<file path="config.mk">
export PLATFORM = sky130hd
export DESIGN_NAME = phy_bringup_seq
export DESIGN_NICKNAME = d
export VERILOG_FILES = /design/src/rtl/physeq_pkg.sv /design/src/rtl/physeq_idchk.sv /design/src/rtl/physeq_advmap.sv /design/src/rtl/physeq_pace.sv /design/src/rtl/phy_bringup_seq.sv
export SDC_FILE = /design/constraint.sdc
export NUM_CORES = 1
export LEC_CHECK = 0
export BUFFER_PORTS_ARGS = -buffer_cell sky130_fd_sc_hd__buf_4
export CORE_MARGIN = 2
export CORE_UTILIZATION = 50
export DETAILED_ROUTE_END_ITERATION = 6
export HOLD_SLACK_MARGIN = 0.03
export PLACE_DENSITY = 0.77
export SYNTH_ARGS = -nofsm -noshare
export SYNTH_HDL_FRONTEND = slang
export SYNTH_SLANG_ARGS = --single-unit
export TNS_END_PERCENT = 5
</file>
<file path="constraint.sdc">
create_clock -name clk -period 1.7 [get_ports clk]
set_clock_uncertainty 0.05 [all_clocks]
set_input_delay 0.255 -clock clk [delete_from_list [all_inputs] [get_ports clk]]
set_output_delay 0.255 -clock clk [all_outputs]
set_load 0.05 [all_outputs]
</file>
<file path="src/rtl/physeq_pkg.sv">
package physeq_pkg;
  localparam int DW     = 16;
  localparam int REG_W  = 5;

  localparam logic [REG_W-1:0] R_CTRL = 5'd0;
  localparam logic [REG_W-1:0] R_STAT = 5'd1;
  localparam logic [REG_W-1:0] R_IDH  = 5'd2;
  localparam logic [REG_W-1:0] R_IDL  = 5'd3;
  localparam logic [REG_W-1:0] R_ADV  = 5'd4;
  localparam logic [REG_W-1:0] R_VEND = 5'd18;

  localparam int CTRL_RST_B  = 15;
  localparam int STAT_DONE_B = 5;
  localparam int STAT_FLT_B  = 4;
  localparam int VEND_SPD_B  = 7;
  localparam int VEND_DPX_B  = 6;

  localparam int NCAP    = 5;
  localparam int CAP_LSB = 11;
  localparam int ADV_LSB = 5;

  localparam logic [DW-1:0]      CTRL_RST_WORD = 16'h8000;
  localparam logic [DW-1:0]      CTRL_AN_WORD  = 16'h3300;
  localparam logic [ADV_LSB-1:0] ADV_SEL       = 5'b00001;

  typedef enum logic [3:0] {
    S_IDLE, S_ID1, S_ID2, S_RSTW, S_RSTR, S_RSTWAIT, S_CAPR,
    S_ADVW, S_ANW, S_ANR, S_ANWAIT, S_VENDR, S_FIN
  } seq_st_t;
endpackage

</file>
<file path="src/rtl/physeq_idchk.sv">
module physeq_idchk #(
  parameter int DW = 16
) (
  input  logic [DW-1:0] id_a,
  input  logic [DW-1:0] id_b,
  output logic          ok
);
  localparam logic [DW-1:0] MSB_ONLY = {1'b1, {(DW-1){1'b0}}};

  logic [DW-1:0] words [2];
  logic [1:0]    plausible;

  assign words[0] = id_a;
  assign words[1] = id_b;

  for (genvar i = 0; i < 2; i++) begin : g_word
    assign plausible[i] = (words[i] != '0) && (words[i] != '1) && (words[i] != MSB_ONLY);
  end

  assign ok = &plausible;
endmodule

</file>
<file path="src/rtl/physeq_advmap.sv">
module physeq_advmap
  import physeq_pkg::*;
(
  input  logic [NCAP-1:0] caps,
  output logic [DW-1:0]   adv
);
  for (genvar i = 0; i < NCAP; i++) begin : g_cap
    assign adv[ADV_LSB+i] = caps[i];
  end
  assign adv[ADV_LSB-1:0]     = ADV_SEL;
  assign adv[DW-1:ADV_LSB+NCAP] = '0;
endmodule

</file>
<file path="src/rtl/physeq_pace.sv">
module physeq_pace #(
  parameter int TICKS = 500
) (
  input  logic clk,
  input  logic rst_n,
  input  logic run,
  input  logic tick,
  output logic expire
);
  localparam int CW = (TICKS > 1) ? $clog2(TICKS + 1) : 1;
  localparam logic [CW-1:0] LAST = CW'(TICKS - 1);

  logic [CW-1:0] cnt_q, cnt_d;

  assign expire = run && tick && (cnt_q == LAST);

  always_comb begin
    cnt_d = cnt_q;
    if (!run)        cnt_d = '0;
    else if (expire) cnt_d = '0;
    else if (tick)   cnt_d = cnt_q + 1'b1;
  end

  always_ff @(posedge clk or negedge rst_n) begin
    if (!rst_n) cnt_q <= '0;
    else        cnt_q <= cnt_d;
  end

  // the wait counter never passes the programmed tick count
  a_r4_pace_bound: assert property (@(posedge clk) disable iff (!rst_n)
    cnt_q < CW'(TICKS));
endmodule

</file>
<file path="src/rtl/phy_bringup_seq.sv">
module phy_bringup_seq
  import physeq_pkg::*;
#(
  parameter int POLL_MS   = 500,
  parameter int RST_TRIES = 6,
  parameter int AN_TRIES  = 20,
  parameter int ADDR_W    = 5
) (
  input  logic              clk,
  input  logic              rst_n,
  input  logic              start,
  input  logic              tick_ms,
  output logic              req_valid,
  output logic              req_wr,
  output logic [ADDR_W-1:0] req_phy,
  output logic [REG_W-1:0]  req_reg,
  output logic [DW-1:0]     req_wdata,
  input  logic              resp_valid,
  input  logic [DW-1:0]     resp_data,
  output logic              done,
  output logic              found,
  output logic [ADDR_W-1:0] phy_addr,
  output logic              spd_100,
  output logic              full_dplx,
  output logic              rst_tmo,
  output logic              an_tmo,
  output logic              rem_fault
);
  localparam int MAXT = (RST_TRIES > AN_TRIES) ? RST_TRIES : AN_TRIES;
  localparam int CNT_W = $clog2(MAXT + 1);
  localparam logic [ADDR_W-1:0] ADDR_LAST = '1;
  localparam logic [CNT_W-1:0]  RST_LAST  = CNT_W'(RST_TRIES - 1);
  localparam logic [CNT_W-1:0]  AN_LAST   = CNT_W'(AN_TRIES - 1);

  seq_st_t           st_q, st_d;
  logic [ADDR_W-1:0] addr_q, addr_d;
  logic [DW-1:0]     id1_q, id1_d;
  logic [NCAP-1:0]   caps_q, caps_d;
  logic [CNT_W-1:0]  cnt_q, cnt_d;
  logic              again_q, again_d;
  logic              found_q, found_d, rtmo_q, rtmo_d, atmo_q, atmo_d;
  logic              flt_q, flt_d, spd_q, spd_d, dpx_q, dpx_d;

  logic          id_ok, pace_run, pace_done;
  logic [DW-1:0] adv_word;

  physeq_idchk #(.DW(DW)) u_idchk (.id_a(id1_q), .id_b(resp_data), .ok(id_ok));
  physeq_advmap u_adv (.caps(caps_q), .adv(adv_word));

  assign pace_run = (st_q == S_RSTWAIT) || (st_q == S_ANWAIT);
  physeq_pace #(.TICKS(POLL_MS)) u_pace (
    .clk(clk), .rst_n(rst_n), .run(pace_run), .tick(tick_ms), .expire(pace_done));

  // next-state logic
  always_comb begin
    st_d = st_q;  addr_d = addr_q;  id1_d = id1_q;  caps_d = caps_q;
    cnt_d = cnt_q;  again_d = again_q;  found_d = found_q;  rtmo_d = rtmo_q;
    atmo_d = atmo_q;  flt_d = flt_q;  spd_d = spd_q;  dpx_d = dpx_q;
    case (st_q)
      S_IDLE: if (start) begin
        st_d = S_ID1;  addr_d = '0;  found_d = 1'b0;  rtmo_d = 1'b0;
        atmo_d = 1'b0;  flt_d = 1'b0;  spd_d = 1'b0;  dpx_d = 1'b0;
      end
      S_ID1: if (resp_valid) begin
        id1_d = resp_data;  st_d = S_ID2;
      end
      S_ID2: if (resp_valid) begin
        if (id_ok) begin
          found_d = 1'b1;  st_d = S_RSTW;
        end else if (addr_q == ADDR_LAST) begin
          st_d = S_FIN;
        end else begin
          addr_d = addr_q + 1'b1;  st_d = S_ID1;
        end
      end
      S_RSTW: if (resp_valid) begin
        cnt_d = '0;  st_d = S_RSTR;
      end
      S_RSTR: if (resp_valid) begin
        if (!resp_data[CTRL_RST_B]) st_d = S_CAPR;
        else if (cnt_q == RST_LAST) begin
          rtmo_d = 1'b1;  st_d = S_FIN;
        end else begin
          cnt_d = cnt_q + 1'b1;  st_d = S_RSTWAIT;
        end
      end
      S_RSTWAIT: if (pace_done) st_d = S_RSTR;
      S_CAPR: if (resp_valid) begin
        caps_d = resp_data[CAP_LSB +: NCAP];  st_d = S_ADVW;
      end
      S_ADVW: if (resp_valid) begin
        cnt_d = '0;  st_d = S_ANW;
      end
      S_ANW: if (resp_valid) st_d = S_ANR;
      S_ANR: if (resp_valid) begin
        if (resp_data[STAT_DONE_B]) st_d = S_VENDR;
        else begin
          if (resp_data[STAT_FLT_B]) flt_d = 1'b1;
          if (cnt_q == AN_LAST) begin
            atmo_d = 1'b1;  st_d = S_VENDR;
          end else begin
            cnt_d = cnt_q + 1'b1;  again_d = resp_data[STAT_FLT_B];  st_d = S_ANWAIT;
          end
        end
      end
      S_ANWAIT: if (pace_done) st_d = again_q ? S_ANW : S_ANR;
      S_VENDR: if (resp_valid) begin
        spd_d = resp_data[VEND_SPD_B];  dpx_d = resp_data[VEND_DPX_B];  st_d = S_FIN;
      end
      S_FIN: st_d = S_IDLE;
      default: st_d = S_IDLE;
    endcase
  end

  // request decode
  always_comb begin
    req_valid = 1'b1;  req_wr = 1'b0;  req_reg = R_CTRL;  req_wdata = '0;
    case (st_q)
      S_ID1:   req_reg = R_IDH;
      S_ID2:   req_reg = R_IDL;
      S_RSTW:  begin req_wr = 1'b1;  req_wdata = CTRL_RST_WORD; end
      S_RSTR:  req_reg = R_CTRL;
      S_CAPR:  req_reg = R_STAT;
      S_ADVW:  begin req_wr = 1'b1;  req_reg = R_ADV;  req_wdata = adv_word; end
      S_ANW:   begin req_wr = 1'b1;  req_wdata = CTRL_AN_WORD; end
      S_ANR:   req_reg = R_STAT;
      S_VENDR: req_reg = R_VEND;
      default: req_valid = 1'b0;
    endcase
  end

  always_ff @(posedge clk or negedge rst_n) begin
    if (!rst_n) begin
      st_q <= S_IDLE;  addr_q <= '0;  id1_q <= '0;  caps_q <= '0;  cnt_q <= '0;
      again_q <= 1'b0;  found_q <= 1'b0;  rtmo_q <= 1'b0;  atmo_q <= 1'b0;
      flt_q <= 1'b0;  spd_q <= 1'b0;  dpx_q <= 1'b0;
    end else begin
      st_q <= st_d;  addr_q <= addr_d;  id1_q <= id1_d;  caps_q <= caps_d;  cnt_q <= cnt_d;
      again_q <= again_d;  found_q <= found_d;  rtmo_q <= rtmo_d;  atmo_q <= atmo_d;
      flt_q <= flt_d;  spd_q <= spd_d;  dpx_q <= dpx_d;
    end
  end

  assign req_phy   = addr_q;
  assign done      = (st_q == S_FIN);
  assign found     = found_q;
  assign phy_addr  = addr_q;
  assign spd_100   = spd_q;
  assign full_dplx = dpx_q;
  assign rst_tmo   = rtmo_q;
  assign an_tmo    = atmo_q;
  assign rem_fault = flt_q;

  // moving from an ID2 read to an ID1 read advances the address by one
  a_r1_scan_step: assert property (@(posedge clk) disable iff (!rst_n)
    (req_valid && req_reg == R_IDH && $past(req_valid) && $past(req_reg) == R_IDL)
      |-> req_phy == ADDR_W'($past(req_phy) + 1'b1));
  // a pending request holds until answered
  a_r13_req_hold: assert property (@(posedge clk) disable iff (!rst_n)
    (req_valid && !resp_valid) |=> (req_valid && $stable(req_reg) && $stable(req_wr) && $stable(req_phy)));
  // the accepted address does not move while the device is being configured
  a_r13_addr_hold: assert property (@(posedge clk) disable iff (!rst_n)
    (found && $past(found)) |-> $stable(req_phy));
  // only the two defined control words are ever written
  a_r4_ctrl_words: assert property (@(posedge clk) disable iff (!rst_n)
    (req_valid && req_wr && req_reg == R_CTRL) |-> (req_wdata == CTRL_RST_WORD || req_wdata == CTRL_AN_WORD));
  // the advertisement always carries the selector
  a_r6_selector: assert property (@(posedge clk) disable iff (!rst_n)
    (req_valid && req_wr && req_reg == R_ADV) |-> req_wdata[ADV_LSB-1:0] == ADV_SEL);
  // done is a single-cycle pulse with no request outstanding
  a_r11_done_pulse: assert property (@(posedge clk) disable iff (!rst_n)
    done |=> !done);
  a_r11_done_quiet: assert property (@(posedge clk) disable iff (!rst_n)
    done |-> !req_valid);
endmodule

</file>
==> impl_metrics.tcl <==
set metrics [dict create \
    outcome "finished, violations left" \
    violations "setup timing" \
    worstPathMaxFanout 10 \
    drt_iter0_drc 220 \
    die_h_um 81.3 \
    peakVddDrop_mv 1.08 \
    period_share_pct 112 \
    ioPinCount 61 \
    grt_pass1_wl_um 13900 \
    final_layout_size_suffix_gt1_share_pct 54.4 \
    slew-limit-headroom_pct 56.3 \
    finalHoldViolCount 0 \
    hold_path.class "input pin to register" \
    ys_warn_count 0 \
    dp_hpwl_um 6050 \
    cp-end-kind "primary output" \
    ant_nets 0 \
    ys_ff_latch 51 \
    synth_xor_area_share_pct 0.587 \
    synthCells 306 \
    synth_top_family_by_area "simple AND/OR/NAND/NOR gates" \
    cp.arrival_ns 1.60 \
    htree_levels 2 \
    leakagePower_nw 2.12 \
    viasPerCell 5.78 \
    clock_latency_ns 0.31 \
    drc 0 \
    synth_edf_count 0 \
    clkTransAtPathRegs_ns 0.10 \
    combPwrFrac_pct 65.6 \
    num_vias 3018 \
    period_minus_slack_ns 1.91 \
    drtPass1Iterations 4 \
    wirelength_um 9340 \
    area_growth_pct 57.1 \
    syn-cell-area_um2 2980 \
    swShare_pct 43.8 \
    dp_worst_setup_slack_ns -0.185 \
    setup_slack_ns -0.210 \
    power_switching_mw 3.41 \
    fin_util_pct 80.1 \
    yosysSeqAreaShare_pct 42.8 \
    wire_per_inst_um 17.9 \
    clk_path_buf_depth 2 \
    cts_root_buf "clkbuf_8" \
    avgSynthCellArea_um2 9.75 \
    die_w_um 81.3 \
    p_int_mw 4.37 \
    grt_setup_unrepaired "yes" \
    synth.distinct_cells 53 \
    worstPathRequired_ns 1.39 \
    p_seq_share_pct 25.4 \
    synth_compound_area_share_pct 14.7 \
    core-area_um2 5850 \
    synthAdderAreaFrac_pct 2.10 \
    synth-main-ff-cell "dfrtp_1" \
    diodes 0 \
    grt_usage_pct 27.9 \
    ys_async_sr_fraction_pct 100 \
    gr-total-overflow 0 \
    timing.fmax_mhz 524 \
    cp-start-kind "register" \
    cap_violations 0 \
    rows 28 \
    worst_slew_pin_slew_ns 0.656 \
    place.gp.congestion 0.893 \
    power_density_nw_per_um2 1660 \
    cts.sinks 51 \
    synth-simple-area-share_pct 22.7 \
    cts_tree "built" \
    clkPwrFrac_pct 9.0 \
    cts_made_buffers 5 \
    grt_pass1_vias 2934 \
    slew_violations 0 \
    grt_max_degree 52 \
    io_buffers 52 \
    worstSetupPathType "register to primary output" \
    initial_core_util_pct 51.0 \
    antenna_found_initial 0 \
    muxShareOfSynthArea_pct 10.4 \
    nNetsFinal 472 \
    fp.dieArea_um2 6600 \
    setup_viol 37 \
]
-- state kept, by name, summed over array words and instances (netlist names) --
name          flops
again_q           1
an_tmo            1
caps_q            5
cnt_q             5
found             1
full_dplx         1
id1_q            16
phy_addr          5
rem_fault         1
rst_tmo           1
spd_100           1
st_q              4
u_pace.cnt_q      9
-- worst max-delay path, cell delays in order, from the launching register on --
cell and delay, ns:
dfrtp_1 0.43, buf_4 0.20, nand2b_1 0.19, buf_4 0.16
o21ai_2 0.14, buf_6 0.18
-- cells in the final DEF, fill, tap and decap left out, types with 5 or more instances in the layout --
master    instances
clkbuf_8          5
nor3_1            7
nor4_1            6
nor2_1           12
mux2_2           23
dfrtp_1          46
buf_4           118
nand2b_1          5
a21oi_1           7
buf_8             8
nand2_1          20
dfrtp_2           5
conb_1            8
nand4_1          14
o21ai_0          11
o211ai_1          6
a22o_1            5
nor2_4            5
inv_1             8
nand3_1           7
o21ai_1           9
buf_6            22
-- area by class of cell --
class / count / area (um^2)
inverters: 10 / 42.5
repair buffers: 151 / 1300
clock buffers: 6 / 72.6
multi-input cells: 227 / 1880
fillers: 342 / 1160
well taps: 75 / 93.8
flip-flops and latches: 51 / 1280
clock inverters: 2 / 12.5
-- Yosys cell counts (all sizes together), types with 2 or more instances --
| master | n | area, um^2 |
|---|---|---|
| a32oi | 2 | 17.5 |
| inv | 10 | 37.5 |
| and4bb | 3 | 37.5 |
| and2 | 3 | 18.8 |
| nand3 | 7 | 35.0 |
| nand4 | 15 | 100 |
| dfrtp | 51 | 1280 |
| nor2b | 6 | 37.5 |
| nand2 | 24 | 90.1 |
| a21oi | 8 | 51.3 |
| buf | 21 | 146 |
| o21a | 2 | 15.0 |
| nor4 | 7 | 50.1 |
| nor3 | 13 | 65.1 |
| a21o | 2 | 15.0 |
| or4 | 3 | 22.5 |
| and3 | 3 | 18.8 |
| o21ai | 24 | 120 |
| nor4bb | 2 | 20.0 |
| mux2i | 5 | 50.1 |
| clkbuf | 4 | 15.0 |
| o211ai | 6 | 45.0 |
| a22o | 5 | 43.8 |
| nor2 | 21 | 78.8 |
| mux2 | 23 | 259 |
| ha | 5 | 62.6 |
| o31ai | 6 | 45.0 |
| nand2b | 6 | 37.5 |
| or2 | 2 | 12.5 |
-- power by group through the flow --
stage	combinational, mW	clock (mW)	sequential (mW)
finish	5.10	0.704	1.97
global route	5.39	0.757	2.02
global placement	3.88	0	1.94
detailed placement	3.97	0	1.97
floorplan	2.40	0	2.04
CTS	4.63	0.707	1.94
-- cell families (layout without fill, tap and decap cells) --
group | after synthesis | in the layout
flops | 51 | 51
other cells | 1 | 8
xor+xnor | 2 | 2
buf+inv | 35 | 169
mux | 28 | 28
simple gates | 121 | 121
compound gates | 63 | 63
fa+ha+maj | 5 | 5
-- path summary, 6_finish.rpt --
path,from,end,slack (ns),depth (start not counted)
max,st_q[0],req_reg[0],-0.21,5
min in group asynchronous,rst_n,id1_q[6],0.47,2
max in group asynchronous,rst_n,phy_addr[3],0.64,2
max reg2reg,cnt_q[1],cnt_q[4],-0.21,7
min reg2reg,spd_100,spd_100,0.47,1
min,resp_data[1],id1_q[1],0.15,2
-- repair_timing --
action	in CTS	in global routing
pin swaps	12	17
setup endpoints to repair	46	46
endpoints found under the hold margin	51	0
gates resized for setup	63	42
hold buffers	1	0
setup buffers	9	4
-- routing by layer --
metal  vias to the layer above  GRT usage [%]  wire length, um
met5                         -              0                0
met4                         0           11.4              362
met3                        32           4.11              464
met2                       129           49.4             4880
met1                      1468           33.9             3630
li1                       1389              -                -
-- per-stage QoR --
step / hold WS, ns / total power [mW] / setup TNS, ns / area [um^2] / std cells
floorplan: -0.0906 / 4.44 / -3.50 / 3120 / 313
global placement: 0.275 / 5.82 / -1.23 / 4080 / 500
detailed placement: 0.278 / 5.94 / -2.44 / 4080 / 500
CTS: 0.139 / 7.27 / -3.17 / 4480 / 518
global route: 0.142 / 8.17 / -6.35 / 4690 / 522
finish: 0.147 / 7.78 / -3.97 / 4690 / 522
Power figures use the tool's default switching activity.
